==> src/rtl/tapmon_pkg.sv <==
package tapmon_pkg;

  typedef enum logic [3:0] {
    TS_RESET   = 4'd0,  TS_IDLE    = 4'd1,
    TS_SEL_DR  = 4'd2,  TS_CAP_DR  = 4'd3,
    TS_SH_DR   = 4'd4,  TS_EX1_DR  = 4'd5,
    TS_PAU_DR  = 4'd6,  TS_EX2_DR  = 4'd7,
    TS_UPD_DR  = 4'd8,  TS_SEL_IR  = 4'd9,
    TS_CAP_IR  = 4'd10, TS_SH_IR   = 4'd11,
    TS_EX1_IR  = 4'd12, TS_PAU_IR  = 4'd13,
    TS_EX2_IR  = 4'd14, TS_UPD_IR  = 4'd15
  } tap_state_e;

  typedef enum logic [1:0] {
    RK_STATE = 2'd0,
    RK_TDI   = 2'd1,
    RK_TDO   = 2'd2
  } rpt_kind_e;

  function automatic tap_state_e tap_step(input tap_state_e s, input logic m);
    case (s)
      TS_RESET:  return m ? TS_RESET  : TS_IDLE;
      TS_IDLE:   return m ? TS_SEL_DR : TS_IDLE;
      TS_SEL_DR: return m ? TS_SEL_IR : TS_CAP_DR;
      TS_CAP_DR: return m ? TS_EX1_DR : TS_SH_DR;
      TS_SH_DR:  return m ? TS_EX1_DR : TS_SH_DR;
      TS_EX1_DR: return m ? TS_UPD_DR : TS_PAU_DR;
      TS_PAU_DR: return m ? TS_EX2_DR : TS_PAU_DR;
      TS_EX2_DR: return m ? TS_UPD_DR : TS_SH_DR;
      TS_UPD_DR: return m ? TS_SEL_DR : TS_IDLE;
      TS_SEL_IR: return m ? TS_RESET  : TS_CAP_IR;
      TS_CAP_IR: return m ? TS_EX1_IR : TS_SH_IR;
      TS_SH_IR:  return m ? TS_EX1_IR : TS_SH_IR;
      TS_EX1_IR: return m ? TS_UPD_IR : TS_PAU_IR;
      TS_PAU_IR: return m ? TS_EX2_IR : TS_PAU_IR;
      TS_EX2_IR: return m ? TS_UPD_IR : TS_SH_IR;
      default:   return m ? TS_SEL_DR : TS_IDLE;
    endcase
  endfunction

endpackage

==> src/rtl/tapmon_sync.sv <==
module tapmon_sync #(
  parameter int W      = 5,
  parameter int STAGES = 2
) (
  input  logic         clk,
  input  logic         rst_n,
  input  logic [W-1:0] pins_i,
  output logic [W-1:0] pins_o,
  output logic         rise_o,
  output logic         fall_o
);
  localparam int FILL_W = $clog2(STAGES + 2);

  logic [W-1:0]      stg [STAGES];
  logic              tck_q;
  logic [FILL_W-1:0] fill;
  logic              primed;

  always_ff @(posedge clk or negedge rst_n) begin
    if (!rst_n) begin
      for (int i = 0; i < STAGES; i++) stg[i] <= '0;
      tck_q <= 1'b0;
      fill  <= '0;
    end else begin
      stg[0] <= pins_i;
      for (int i = 1; i < STAGES; i++) stg[i] <= stg[i-1];
      tck_q <= stg[STAGES-1][0];
      if (!primed) fill <= fill + 1'b1;
    end
  end

  assign primed = (int'(fill) == STAGES + 1);
  assign pins_o = stg[STAGES-1];
  assign rise_o = primed &  pins_o[0] & ~tck_q;
  assign fall_o = primed & ~pins_o[0] &  tck_q;

  // one level change yields one edge pulse only
  p_single_pulse_r2: assert property (@(posedge clk) disable iff (!rst_n)
    rise_o |=> !rise_o);
  p_single_fall_r2: assert property (@(posedge clk) disable iff (!rst_n)
    fall_o |=> !fall_o);

endmodule

==> src/rtl/tapmon_tap.sv <==
module tapmon_tap
  import tapmon_pkg::*;
(
  input  logic       clk,
  input  logic       rst_n,
  input  logic       trst_n_s,
  input  logic       rise,
  input  logic       tms_s,
  output tap_state_e state_o
);

  always_ff @(posedge clk or negedge rst_n) begin
    if (!rst_n)         state_o <= TS_RESET;
    else if (!trst_n_s) state_o <= TS_RESET;
    else if (rise)      state_o <= tap_step(state_o, tms_s);
  end

  p_trst_forces_reset_r8: assert property (@(posedge clk) disable iff (!rst_n)
    !trst_n_s |=> state_o == TS_RESET);
  p_hold_without_rise_r2: assert property (@(posedge clk) disable iff (!rst_n)
    (trst_n_s && !rise) |=> $stable(state_o));
  p_shift_leaves_to_exit_r3: assert property (@(posedge clk) disable iff (!rst_n)
    (trst_n_s && rise && tms_s && state_o == TS_SH_DR) |=> state_o == TS_EX1_DR);

endmodule

==> src/rtl/tapmon_seg.sv <==
module tapmon_seg #(
  parameter int DEPTH = 64,
  parameter int CNT_W = 16
) (
  input  logic             clk,
  input  logic             rst_n,
  input  logic             clear,
  input  logic             take,
  input  logic             bit_i,
  input  logic             flush,
  output logic [DEPTH-1:0] bits_o,
  output logic [CNT_W-1:0] cnt_o,
  output logic             ovf_o
);
  localparam int IDX_W = (DEPTH > 1) ? $clog2(DEPTH) : 1;

  always_ff @(posedge clk or negedge rst_n) begin
    if (!rst_n) begin
      bits_o <= '0;
      cnt_o  <= '0;
      ovf_o  <= 1'b0;
    end else if (clear || flush) begin
      bits_o <= '0;
      cnt_o  <= '0;
      ovf_o  <= 1'b0;
    end else if (take) begin
      if (cnt_o < CNT_W'(DEPTH)) bits_o[cnt_o[IDX_W-1:0]] <= bit_i;
      else                       ovf_o <= 1'b1;
      if (cnt_o != '1) cnt_o <= cnt_o + 1'b1;
    end
  end

  p_ovf_needs_long_segment_r7: assert property (@(posedge clk) disable iff (!rst_n)
    ovf_o |-> cnt_o > CNT_W'(DEPTH));
  p_flush_empties_r5: assert property (@(posedge clk) disable iff (!rst_n)
    flush |=> (cnt_o == '0) && !ovf_o);

endmodule

==> src/rtl/tap_scan_observer.sv <==
module tap_scan_observer
  import tapmon_pkg::*;
#(
  parameter int DEPTH = 64,
  parameter int CNT_W = 16
) (
  input  logic             clk,
  input  logic             rst_n,
  input  logic             tck,
  input  logic             tms,
  input  logic             tdi,
  input  logic             tdo,
  input  logic             trst_n,
  output logic             rpt_valid,
  input  logic             rpt_ready,
  output logic [1:0]       rpt_kind,
  output logic [3:0]       rpt_state,
  output logic             rpt_ir,
  output logic [CNT_W-1:0] rpt_count,
  output logic             rpt_ovf,
  output logic [DEPTH-1:0] rpt_bits
);
  localparam int NSEG = 2;   // index 0: TDI buffer, index 1: TDO buffer

  logic [4:0] pins_s;
  logic       rise, fall;
  tap_state_e st;

  tapmon_sync #(.W(5), .STAGES(2)) u_sync (
    .clk(clk), .rst_n(rst_n), .pins_i({trst_n, tdo, tdi, tms, tck}),
    .pins_o(pins_s), .rise_o(rise), .fall_o(fall));

  tapmon_tap u_tap (
    .clk(clk), .rst_n(rst_n), .trst_n_s(pins_s[4]), .rise(rise),
    .tms_s(pins_s[1]), .state_o(st));

  logic in_shift, in_exit1;
  assign in_shift = (st == TS_SH_DR)  || (st == TS_SH_IR);
  assign in_exit1 = (st == TS_EX1_DR) || (st == TS_EX1_IR);

  logic [NSEG-1:0]  seg_edge, seg_bit, flush, seg_ovf;
  logic [DEPTH-1:0] seg_bits [NSEG];
  logic [CNT_W-1:0] seg_cnt  [NSEG];

  assign seg_edge = {fall, rise};
  assign seg_bit  = {pins_s[3], pins_s[2]};

  for (genvar g = 0; g < NSEG; g++) begin : g_seg
    assign flush[g] = seg_edge[g] & in_exit1;
    tapmon_seg #(.DEPTH(DEPTH), .CNT_W(CNT_W)) u_seg (
      .clk(clk), .rst_n(rst_n), .clear(~pins_s[4]),
      .take(seg_edge[g] & in_shift), .bit_i(seg_bit[g]), .flush(flush[g]),
      .bits_o(seg_bits[g]), .cnt_o(seg_cnt[g]), .ovf_o(seg_ovf[g]));
  end

  // holding slots, one per report kind
  logic [NSEG-1:0]  sl_full, sl_ovf, sl_ir, tk_seg;
  logic [DEPTH-1:0] sl_bits [NSEG];
  logic [CNT_W-1:0] sl_cnt  [NSEG];
  logic [3:0]       sl_code [NSEG];
  logic             st_full, tk_st, rise_d, can_load;
  logic [3:0]       st_code;

  assign can_load  = !rpt_valid || rpt_ready;
  assign tk_seg[0] = can_load & sl_full[0];
  assign tk_seg[1] = can_load & ~sl_full[0] & sl_full[1];
  assign tk_st     = can_load & ~(|sl_full) & st_full;

  always_ff @(posedge clk or negedge rst_n) begin
    if (!rst_n) begin
      sl_full <= '0; sl_ovf <= '0; sl_ir <= '0;
      for (int g = 0; g < NSEG; g++) begin
        sl_bits[g] <= '0; sl_cnt[g] <= '0; sl_code[g] <= '0;
      end
      st_full <= 1'b0; st_code <= '0; rise_d <= 1'b0;
    end else begin
      rise_d <= rise;
      for (int g = 0; g < NSEG; g++) begin
        if (flush[g]) begin
          sl_full[g] <= 1'b1;
          sl_bits[g] <= seg_bits[g];
          sl_cnt[g]  <= seg_cnt[g];
          sl_ovf[g]  <= seg_ovf[g];
          sl_ir[g]   <= (st == TS_EX1_IR);
          sl_code[g] <= st;
        end else if (tk_seg[g]) begin
          sl_full[g] <= 1'b0;
        end
      end
      if (rise_d) begin
        st_full <= 1'b1;
        st_code <= st;
      end else if (tk_st) begin
        st_full <= 1'b0;
      end
    end
  end

  // output register: loaded only when empty or being taken
  always_ff @(posedge clk or negedge rst_n) begin
    if (!rst_n) begin
      rpt_valid <= 1'b0; rpt_kind <= RK_STATE; rpt_state <= '0; rpt_ir <= 1'b0;
      rpt_count <= '0;   rpt_ovf  <= 1'b0;     rpt_bits  <= '0;
    end else if (can_load) begin
      rpt_valid <= (|sl_full) | st_full;
      if (tk_st) begin
        rpt_kind <= RK_STATE; rpt_state <= st_code; rpt_ir <= 1'b0;
        rpt_count <= '0;      rpt_ovf   <= 1'b0;    rpt_bits <= '0;
      end else begin
        for (int g = 0; g < NSEG; g++) begin
          if (tk_seg[g]) begin
            rpt_kind  <= (g == 0) ? RK_TDI : RK_TDO;
            rpt_state <= sl_code[g]; rpt_ir <= sl_ir[g];
            rpt_count <= sl_cnt[g];  rpt_ovf <= sl_ovf[g];
            rpt_bits  <= sl_bits[g];
          end
        end
      end
    end
  end

  p_hold_under_stall_r9: assert property (@(posedge clk) disable iff (!rst_n)
    (rpt_valid && !rpt_ready) |=> rpt_valid && $stable(rpt_kind) && $stable(rpt_state)
      && $stable(rpt_count) && $stable(rpt_bits));
  p_tdi_before_state_r5: assert property (@(posedge clk) disable iff (!rst_n)
    (can_load && sl_full[0] && st_full) |=> rpt_kind == RK_TDI);
  p_reset_quiet_r1: assert property (@(posedge clk) disable iff (!rst_n)
    $rose(rpt_valid) |-> $past(|sl_full || st_full));

endmodule

==> config.mk <==
export PLATFORM = sky130hd
export DESIGN_NAME = tap_scan_observer
export DESIGN_NICKNAME = d
export VERILOG_FILES = /design/src/rtl/tapmon_pkg.sv /design/src/rtl/tapmon_sync.sv /design/src/rtl/tapmon_tap.sv /design/src/rtl/tapmon_seg.sv /design/src/rtl/tap_scan_observer.sv
export SDC_FILE = /design/constraint.sdc
export NUM_CORES = 1
export LEC_CHECK = 0
export BUFFER_PORTS_ARGS = -buffer_cell sky130_fd_sc_hd__buf_2
export CAP_MARGIN = 5
export CORE_ASPECT_RATIO = 1.4
export CORE_MARGIN = 8
export CORE_UTILIZATION = 60
export DETAILED_ROUTE_END_ITERATION = 6
export GPL_ROUTABILITY_DRIVEN = 0
export PLACE_DENSITY = 0.8
export SYNTH_ARGS = -nofsm -noshare
export SYNTH_HDL_FRONTEND = slang
export SYNTH_SLANG_ARGS = --single-unit
==> constraint.sdc <==
create_clock -name clk -period 4 [get_ports clk]
set_clock_uncertainty 0.2 [all_clocks]
set_input_delay 0.4 -clock clk [delete_from_list [all_inputs] [get_ports clk]]
set_output_delay 0.4 -clock clk [all_outputs]
set_load 0.02 [all_outputs]
Word-level counts from Yosys, hierarchy flattened. Index checks and enable logic that the tools add are counted.

Register bits: 448. Bits of input ports: 8. Output and inout port bits: 89. Word-level logic and storage cells: 171.

Add/subtract/negate cells: 3. $lt $le $gt $ge: 6. Equal/unequal tests: 18. Mux-type cells: 63. Bitwise logic cells: 19. Reductions and logical operators: 29.

Operators by type and width (number): $mux 64 (9); $mux 16 (9); $bwmux 64 (2); $pmux 4 s11 (1); $mux 4 (9); $add 16x1->16 const B (2); $lt 16x7->1 const B (2); $ne 16x16->1 const B (2); $eq 4x4->1 const B (6); $mux 1 (23); $reduce_bool 2->1 (9); $eq 4x3->1 const B (4); $lt 6x7->1 const B (2); $reduce_and 2->1 (7); $and 1x1->1 (13); $demux 1 s6 (2); $ge 6x1->1 const B (2); $mux 2 (6); $eq 4x2->1 const B (2); $mux 3 (2); $reduce_or 2->1 (3); $logic_or 1x1->1 (5); $not 1->1 (5); $logic_not 4->1 (1); other kinds (8) (10).

Longest topological paths before layout. Gate-level depths: netlist of the first run.

Word-level depth: 8. Depth in mapped cells: 9. Depth with buffers taken out: 7.

Cells and area by module. Synthesis of the first run repeated with hierarchy kept, for this count alone.

Cells, all modules: 1753. Area, all modules: 20310.7 sq um.

Modules (own cells, without submodules): tap_scan_observer (instances 1, cells an instance 819, area an instance 11224.5 sq um, sequential area each 6731.5 sq um); tapmon_seg at g_seg[0].u_seg (instances 1, cells an instance 430, area an instance 4137.7 sq um, sequential area each 2026.9 sq um); tapmon_seg at g_seg[1].u_seg (instances 1, cells an instance 430, area an instance 4136.5 sq um, sequential area each 2026.9 sq um); tapmon_sync (instances 1, cells an instance 23, area an instance 419.2 sq um, sequential area each 325.3 sq um); tapmon_tap (instances 1, cells an instance 51, area an instance 392.9 sq um, sequential area each 100.1 sq um).

Worst setup path before layout of the first run. No wires, ideal clock.

Kind: reg-to-reg. Start: reg u_sync.fill[0]. End: reg g_seg[1].u_seg.bits_o[46]. Library setup time: 136 ps. Arrival: 1993 ps. Required time: 3664 ps. Path slack: 1671 ps. Stages on the path, launching flop included: 9. Path buffers: 2. Clock period less this slack: 2329 ps. Path through: dfrtp_1 ha_1 and3b_1 clkbuf_1 nand2_1 buf_2 or4_1 o21ai_0 a21oi_1.

Word-level cells in the longest chain between the ends: 7. Elaborated cells between the ends (all ways): 10. Those cells by class: eq/ne (1); mux (1); bitwise (4); reduce/logical (4).

Ends and longest elaborated chain: from (decl) (RTL line tapmon_sync.sv:16) `logic [FILL_W-1:0] fill;`; from (signal assigned) (RTL line tapmon_sync.sv:28) `if (!primed) fill <= fill + 1'b1;`; $eq 2x1->1 * (RTL line tapmon_sync.sv:32) `assign primed = (int'(fill) == STAGES + 1);`; $and 1x1->1 * (2 in a row) (RTL line tapmon_sync.sv:35) `assign fall_o = primed & ~pins_o[0] & tck_q;`; $and 1x1->1 (RTL line tap_scan_observer.sv:49) `assign flush[g] = seg_edge[g] & in_exit1;`; $logic_or 1x1->1 (RTL line tapmon_seg.sv:22) `end else if (clear || flush) begin`; $reduce_bool 2->1 (no line); $reduce_and 2->1 (no line); to (signal, indexed assignment) (RTL line tapmon_seg.sv:27) `if (cnt_o < CNT_W'(DEPTH)) bits_o[cnt_o[IDX_W-1:0]] <= bit_i;`; to (decl) (RTL line tapmon_seg.sv:11) `output logic [DEPTH-1:0] bits_o,`.

Every way passes the cells marked *; elsewhere a longest branch is shown, timed or not. A chain may end at the register's enable or synchronous reset.

Final worst setup path of the first run.
Start: reg g_seg[1].u_seg.cnt_o[11]. End: reg g_seg[1].u_seg.bits_o[4].

Word-level cells in the longest chain between the ends: 3.

Ends and longest elaborated chain: from (decl) (RTL line tapmon_seg.sv:12) `output logic [CNT_W-1:0] cnt_o,`; from (signal assigned) (RTL line tapmon_seg.sv:29) `if (cnt_o != '1) cnt_o <= cnt_o + 1'b1;`; $lt 16x7->1 (RTL line tapmon_seg.sv:27); $reduce_bool 2->1 (no line); $reduce_and 2->1 (no line).

Every way passes these cells.

==> flow_summary.toml, run 1 <==
[synth]
netlist_top_cells_count = "nand2_1, dfrtp_1, o21ai_0"
yosys.cell_count.top_type = "nand2_1"
synth_nets = 2034
synth_xor_area_share_pct = 1.14
yosys-top-cells-area = "dfrtp_1, nand2_1, o21ai_0"
syn_inst = 2023
yosys.area.top_type = "dfrtp_1"
avgSynthCellArea_um2 = 9.51
synth_top_family_by_area = "simple AND/OR/NAND/NOR gates"
muxShareOfSynthArea_pct = 0.780
synth_simple_gate_area_share_pct = 19.9
yosysTopAreaCellShare_pct = 58.3
seq_area_frac_synth_pct = 58.3
synth_warnings = 0
synth-edff-count = 0
ys.flop_type = "dfrtp_1"
ys_ff_latch = 448
synthAdderAreaFrac_pct = 0.195
syn_area_mm2 = 0.0192
async_flop_share_pct = 100
synth_compound_area_share_pct = 16.3
synth_cell_types = 58

[status]
status = "finished, violations left"
violations = "DRC"

[routing]
route.met2.wl_mm = 25.5
drc = 8
routed_wl_mm = 54.4
met1_length_mm = 20.6
num_vias = 15800
highest_layer = "met4"
drtPass1Iterations = 7
drt_iter0_markers = 1786
met3_length_mm = 4.19
ant_nets = 0
detail_route.vias_per_cell = 6.41
wl_per_cell_um = 22.1

[sta]
hold_ws_ns = 0.0193
maxSlewHeadroom_pct = 19.4
setup_viol = 0
timing.fmax_mhz = 272
rsz0062_at_grt = "false"
worstMarginPinSlew_ns = 1.21
min_period_ns = 3.67
post-route-period-util_pct = 91.9
hold_viol_final = 0
final.setup.worst_slack_ns = 0.325
finalMaxSlewViolations = 0
tns_ns = 0

[worst_hold_path]
whs_path_depth = 3
hold_path_class = "in -> reg"

[setup_path]
cp_slowest_stage_delay_ns = 1.00
r2r_cells = 5
path_cells = "nor4_1 > o211ai_2 > nor4_4 > nand3_1 > a21oi_1"
cp.arrival_ns = 3.95
required_ns = 4.27
cp-start-kind = "register"
cp_max_fo = 11
worstSetupPathType = "reg -> reg"
crit_path_top_delay_cell = "nor4_1"
worstSetupEndpointType = "register"

[flow_run]
cap_violations = 0

[power]
ir_drop_mv = 0.349
seqPwrFrac_pct = 50.8
p_sw_mw = 1.98
pwr_density_cell_mw_per_mm2 = 421
p_clk_share_pct = 46.3
p_comb_share_pct = 2.9
power.leakage_nw = 10.2
p_int_mw = 7.05
swShare_pct = 22.0

[die]
die_width_um = 167
die_h_um = 228
rows = 77
die_area_mm2 = 0.0381
core_area_mm2 = 0.0316
initial_core_util_pct = 60.9
ios = 97

[finish]
diodes = 0
n_fill_cell = 2386
multi_input_area_mm2 = 0.00741
seqCellArea_mm2 = 0.0112
syn2layout_area_growth_pct = 11.5
fin_area_mm2 = 0.0215
layout.nets = 2047
drive_gt1_share_pct = 12.1

[clock_tree]
cts_buffers = 43
cts_root_buffer = "clkbuf_16"
worstSkewPairLatency_ns = 0.55
cts_resized = 0
htree_num_levels = 2
cts_tree = "done"
cts.clk_slew.worst_paths_ns = 0.06
clockBufferDepth = 3
clkSinkCount = 448
post_cts_buffers = 0

[placement]
place_area_mm2 = 0.0199
place_ws_ns = 0.453
hpwl_mm = 35.3
io_buffers = 96

[global_route]
grt_pass1_wl_mm = 86.5
grt_usage_pct = 28.4
antenna_found_initial = 0
grt_pass1_vias = 15400
grt_start_max_net_pins = 114
grt-ovfl-total = 0
critical path: cells and delay by family, from the launching register on:
| family | cells | cell delay, ns |
|---|---|---|
| simple gates | 3 | 2.02 |
| flops | 1 | 0.45 |
| compound gates | 2 | 0.91 |
registers in the layout (all words and copies together), names as in the netlist, 2 cells and up:
| name | count |
|---|---|
| g_seg.u_seg.ovf_o | 2 |
| rpt_count | 16 |
| sl_bits | 128 |
| rpt_bits | 64 |
| rpt_kind | 2 |
| u_sync.pins_o | 5 |
| sl_cnt | 32 |
| sl_ovf | 2 |
| st_code | 4 |
| g_seg.u_seg.bits_o | 128 |
| u_sync.fill | 2 |
| u_sync.stg | 5 |
| sl_code | 8 |
| u_tap.state_o | 4 |
| sl_ir | 2 |
| rpt_state | 4 |
| sl_full | 2 |
| g_seg.u_seg.cnt_o | 32 |
what timing repair did:
| action | 4_1_cts | 5_1_grt |
|---|---|---|
| endpoints found under the hold margin | 110 | 0 |
| endpoints found under the setup margin | 0 | 0 |
| hold buffers | 6 | 0 |
final cells by class:
class / instances / area share, %
clock inverter: 11 / 0.513
timing repair buffer: 131 / 3.99
clock buffer: 67 / 6.28
tap: 395 / 2.30
inverter: 8 / 0.140
sequential: 448 / 52.2
multi-input combinational: 1404 / 34.5
power by group through the flow:
stage	Clock (mW)	Sequential (mW)	Combinational, mW
CTS	4.22	4.58	0.270
detailed placement	0	4.67	0.264
finish	4.18	4.58	0.265
floorplan	0	4.65	0.126
global placement	0	4.66	0.260
global route	4.39	4.58	0.296
kinds of logic after synthesis:
| family | after synthesis |
|---|---|
| muxes | 14 |
| and+or+nand+nor | 865 |
| DFF | 448 |
| buffers and inverters | 171 |
| xor gates and xnor gates | 25 |
| adders and majority gates | 3 |
| AOI/OAI and AO/OA | 497 |
stage by stage:
step / std cells / util (%) / power, mW
final: 2464 / 67.9 / 9.03
after global routing: 2464 / 67.9 / 9.27
after CTS: 2464 / 67.9 / 9.07
after detailed placement: 2380 / 63.1 / 4.93
after global placement: 2380 / 63.1 / 4.93
after floorplan: 2023 / - / 4.78
routing by layer:
layer  global-route usage [%]  vias to the layer above
li1                         -                     7000
met3                     4.80                      183
met5                        0                        -
met1                     35.3                     7742
met2                     45.1                      860
met4                     19.3                        0
worst paths after layout:
kind                                             to                     start  slack [ns]
min reg2reg                        u_sync.pins_o[4]             u_sync.stg[9]        0.15
max reg2reg                g_seg[1].u_seg.bits_o[4]  g_seg[1].u_seg.cnt_o[11]        0.33
min                                         rpt_ovf                 rpt_ready        0.02
min in group asynchronous               sl_bits[70]                     rst_n        0.30
max                        g_seg[1].u_seg.bits_o[4]  g_seg[1].u_seg.cnt_o[11]        0.33
max in group asynchronous               rpt_bits[1]                     rst_n        2.24
layout by cell type (no fill, tap or decap), types with 7 or more instances in the layout:
cell	netlist	layout
nand3b_1	8	8
buf_12	0	7
a21bo_2	15	15
nor4_1	11	11
nor2_1	48	48
nand3_1	100	100
o21ai_1	10	10
clkbuf_1	138	8
o211ai_1	55	55
or4_1	7	7
buf_4	1	22
clkinv_2	0	7
o31ai_1	49	48
nor3_1	11	10
nand4_1	8	8
clkbuf_8	0	14
inv_1	8	8
buf_2	15	95
a22oi_1	89	89
clkbuf_16	0	45
mux2_2	8	8
nand2_1	602	599
a21oi_1	89	89
or3_1	9	9
xnor2_1	20	20
dfrtp_1	448	446
nand2b_1	7	7
o21ai_0	166	166
No activity file was read; power rests on OpenSTA's default activity.
==> inputs of run 2 (changes only) <==
- CORE_UTILIZATION: 60 -> 65
- PLACE_DENSITY: 0.8 -> 0.86
==> flow_summary.toml, run 2 (synthesis results as in run 1) <==
[status]
status = "complete, no violations"

[sta]
maxSlewHeadroom_pct = 24.0
tns_ns = 0
min_period_ns = 3.24
post-route-period-util_pct = 80.9
finalMaxSlewViolations = 0
worstMarginPinSlew_ns = 1.14
setup_viol = 0
timing.fmax_mhz = 309
final.setup.worst_slack_ns = 0.764
rsz0062_at_grt = "false"
hold_ws_ns = 0.147
hold_viol_final = 0

[clock_tree]
worstSkewPairLatency_ns = 0.55
cts_tree = "done"
cts_buffers = 41
cts.clk_slew.worst_paths_ns = 0.06
htree_num_levels = 2
cts_resized = 0
clockBufferDepth = 3
clkSinkCount = 448
cts_root_buffer = "clkbuf_16"

[power]
power.leakage_nw = 10.2
p_total_mw = 8.90
pwr_density_cell_mw_per_mm2 = 416
ir_drop_mv = 0.387

[finish]
top_regs = "g_seg.u_seg.bits_o: 128 flops, sl_bits: 128 flops, rpt_bits: 64 flops"
postLayoutCoreUtil_pct = 73.3
syn2layout_area_growth_pct = 11.1
layout.nets = 2051
instances_no_fill = 2450
fin_area_mm2 = 0.0214
final_common_cell = "nand2_1"
mostFrequentLayoutCells = "nand2_1, dfrtp_1, o21ai_0"
drive_gt1_share_pct = 12.1
diodes = 0

[routing]
drtPass1Iterations = 6
drc = 0
routed_wl_mm = 56.5
wl_per_cell_um = 23.1
ant_nets = 0
num_vias = 16300
detail_route.vias_per_cell = 6.65
drt_iter0_markers = 2047

[placement]
hpwl_mm = 36.0
place_ws_ns = 0.891
io_buffers = 96
place_area_mm2 = 0.0199
dp.cells = 2370

[die]
rows = 74
die_area_mm2 = 0.0354
ios = 97
die_width_um = 161
die_h_um = 220
core_area_mm2 = 0.0292
initial_core_util_pct = 66.0

[setup_path]
rrSetupSlack_ns = 0.76
cp_max_fo = 21
worstSetupPathType = "reg -> reg"
cp.arrival_ns = 3.52
required_ns = 4.28
worstSetupEndpointType = "register"
cp-start-kind = "register"

[worst_hold_path]
hold_path_class = "reg -> reg"

[flow_run]
cap_violations = 0

[global_route]
grt_usage_pct = 31.8
grt_pass1_wl_mm = 88.8
grt_pass1_vias = 15900
grt_start_max_net_pins = 132
grt-ovfl-total = 0
antenna_found_initial = 0
run 2: cell count changes in the layout (fill, tap and decap cells not counted), sizes merged:
cell         change
bufinv           +2
inv              +2
dlygate4sd3      +1
clkinv           +1
clkbuf          -10
buf              +5
run 2: layout make-up:
| cell class | instances | area, um^2 |
|---|---|---|
| clock buffer | 57 | 1180 |
| sequential | 448 | 11200 |
| timing repair buffer | 137 | 891 |
| fill | 1956 | 7780 |
| tap | 380 | 475 |
| inverter | 8 | 30.0 |
| clock inverter | 16 | 193 |
| multi-input combinational | 1404 | 7410 |
run 2: worst max-delay path, stage by stage, from the launching register on:
cell and delay, ns:
dfrtp_1 0.72, nor4b_4 0.53, buf_4 0.24, o211ai_1 0.17
nor3_1 0.87, nand3_1 0.24, a21oi_1 0.20
run 2: worst paths after layout:
path	cells past startpoint	endpoint	start
max in group asynchronous	3	g_seg[1].u_seg.bits_o[40]	rst_n
hold / removal	0	u_sync.pins_o[4]	u_sync.stg[9]
hold reg to reg	0	u_sync.pins_o[4]	u_sync.stg[9]
setup / recovery	6	g_seg[0].u_seg.bits_o[29]	u_tap.state_o[2]
setup reg to reg	6	g_seg[0].u_seg.bits_o[29]	u_tap.state_o[2]
min in group asynchronous	2	g_seg[0].u_seg.bits_o[43]	rst_n
run 2: what timing repair did:
action | in CTS | in global routing
hold buffers | 7 | 0
endpoints found under the hold margin | 129 | 0
buffers inserted | 0 | 0
run 2: routing by layer:
metal / wire length (um) / up-vias / GRT usage, % / share of wire (%)
met1: 20500 / 8015 / 39.3 / 36
met3: 5190 / 241 / 6.20 / 9.2
li1: - / 7004 / - / -
met5: 0 / - / 0 / 0
met2: 26500 / 1042 / 50.2 / 47
met4: 4320 / 0 / 22.1 / 7.6
run 2: power breakdown:
part	switching [mW]	internal, mW
combinational	0.224	0.0566
clock	1.72	2.32
sequential	0.0259	4.55
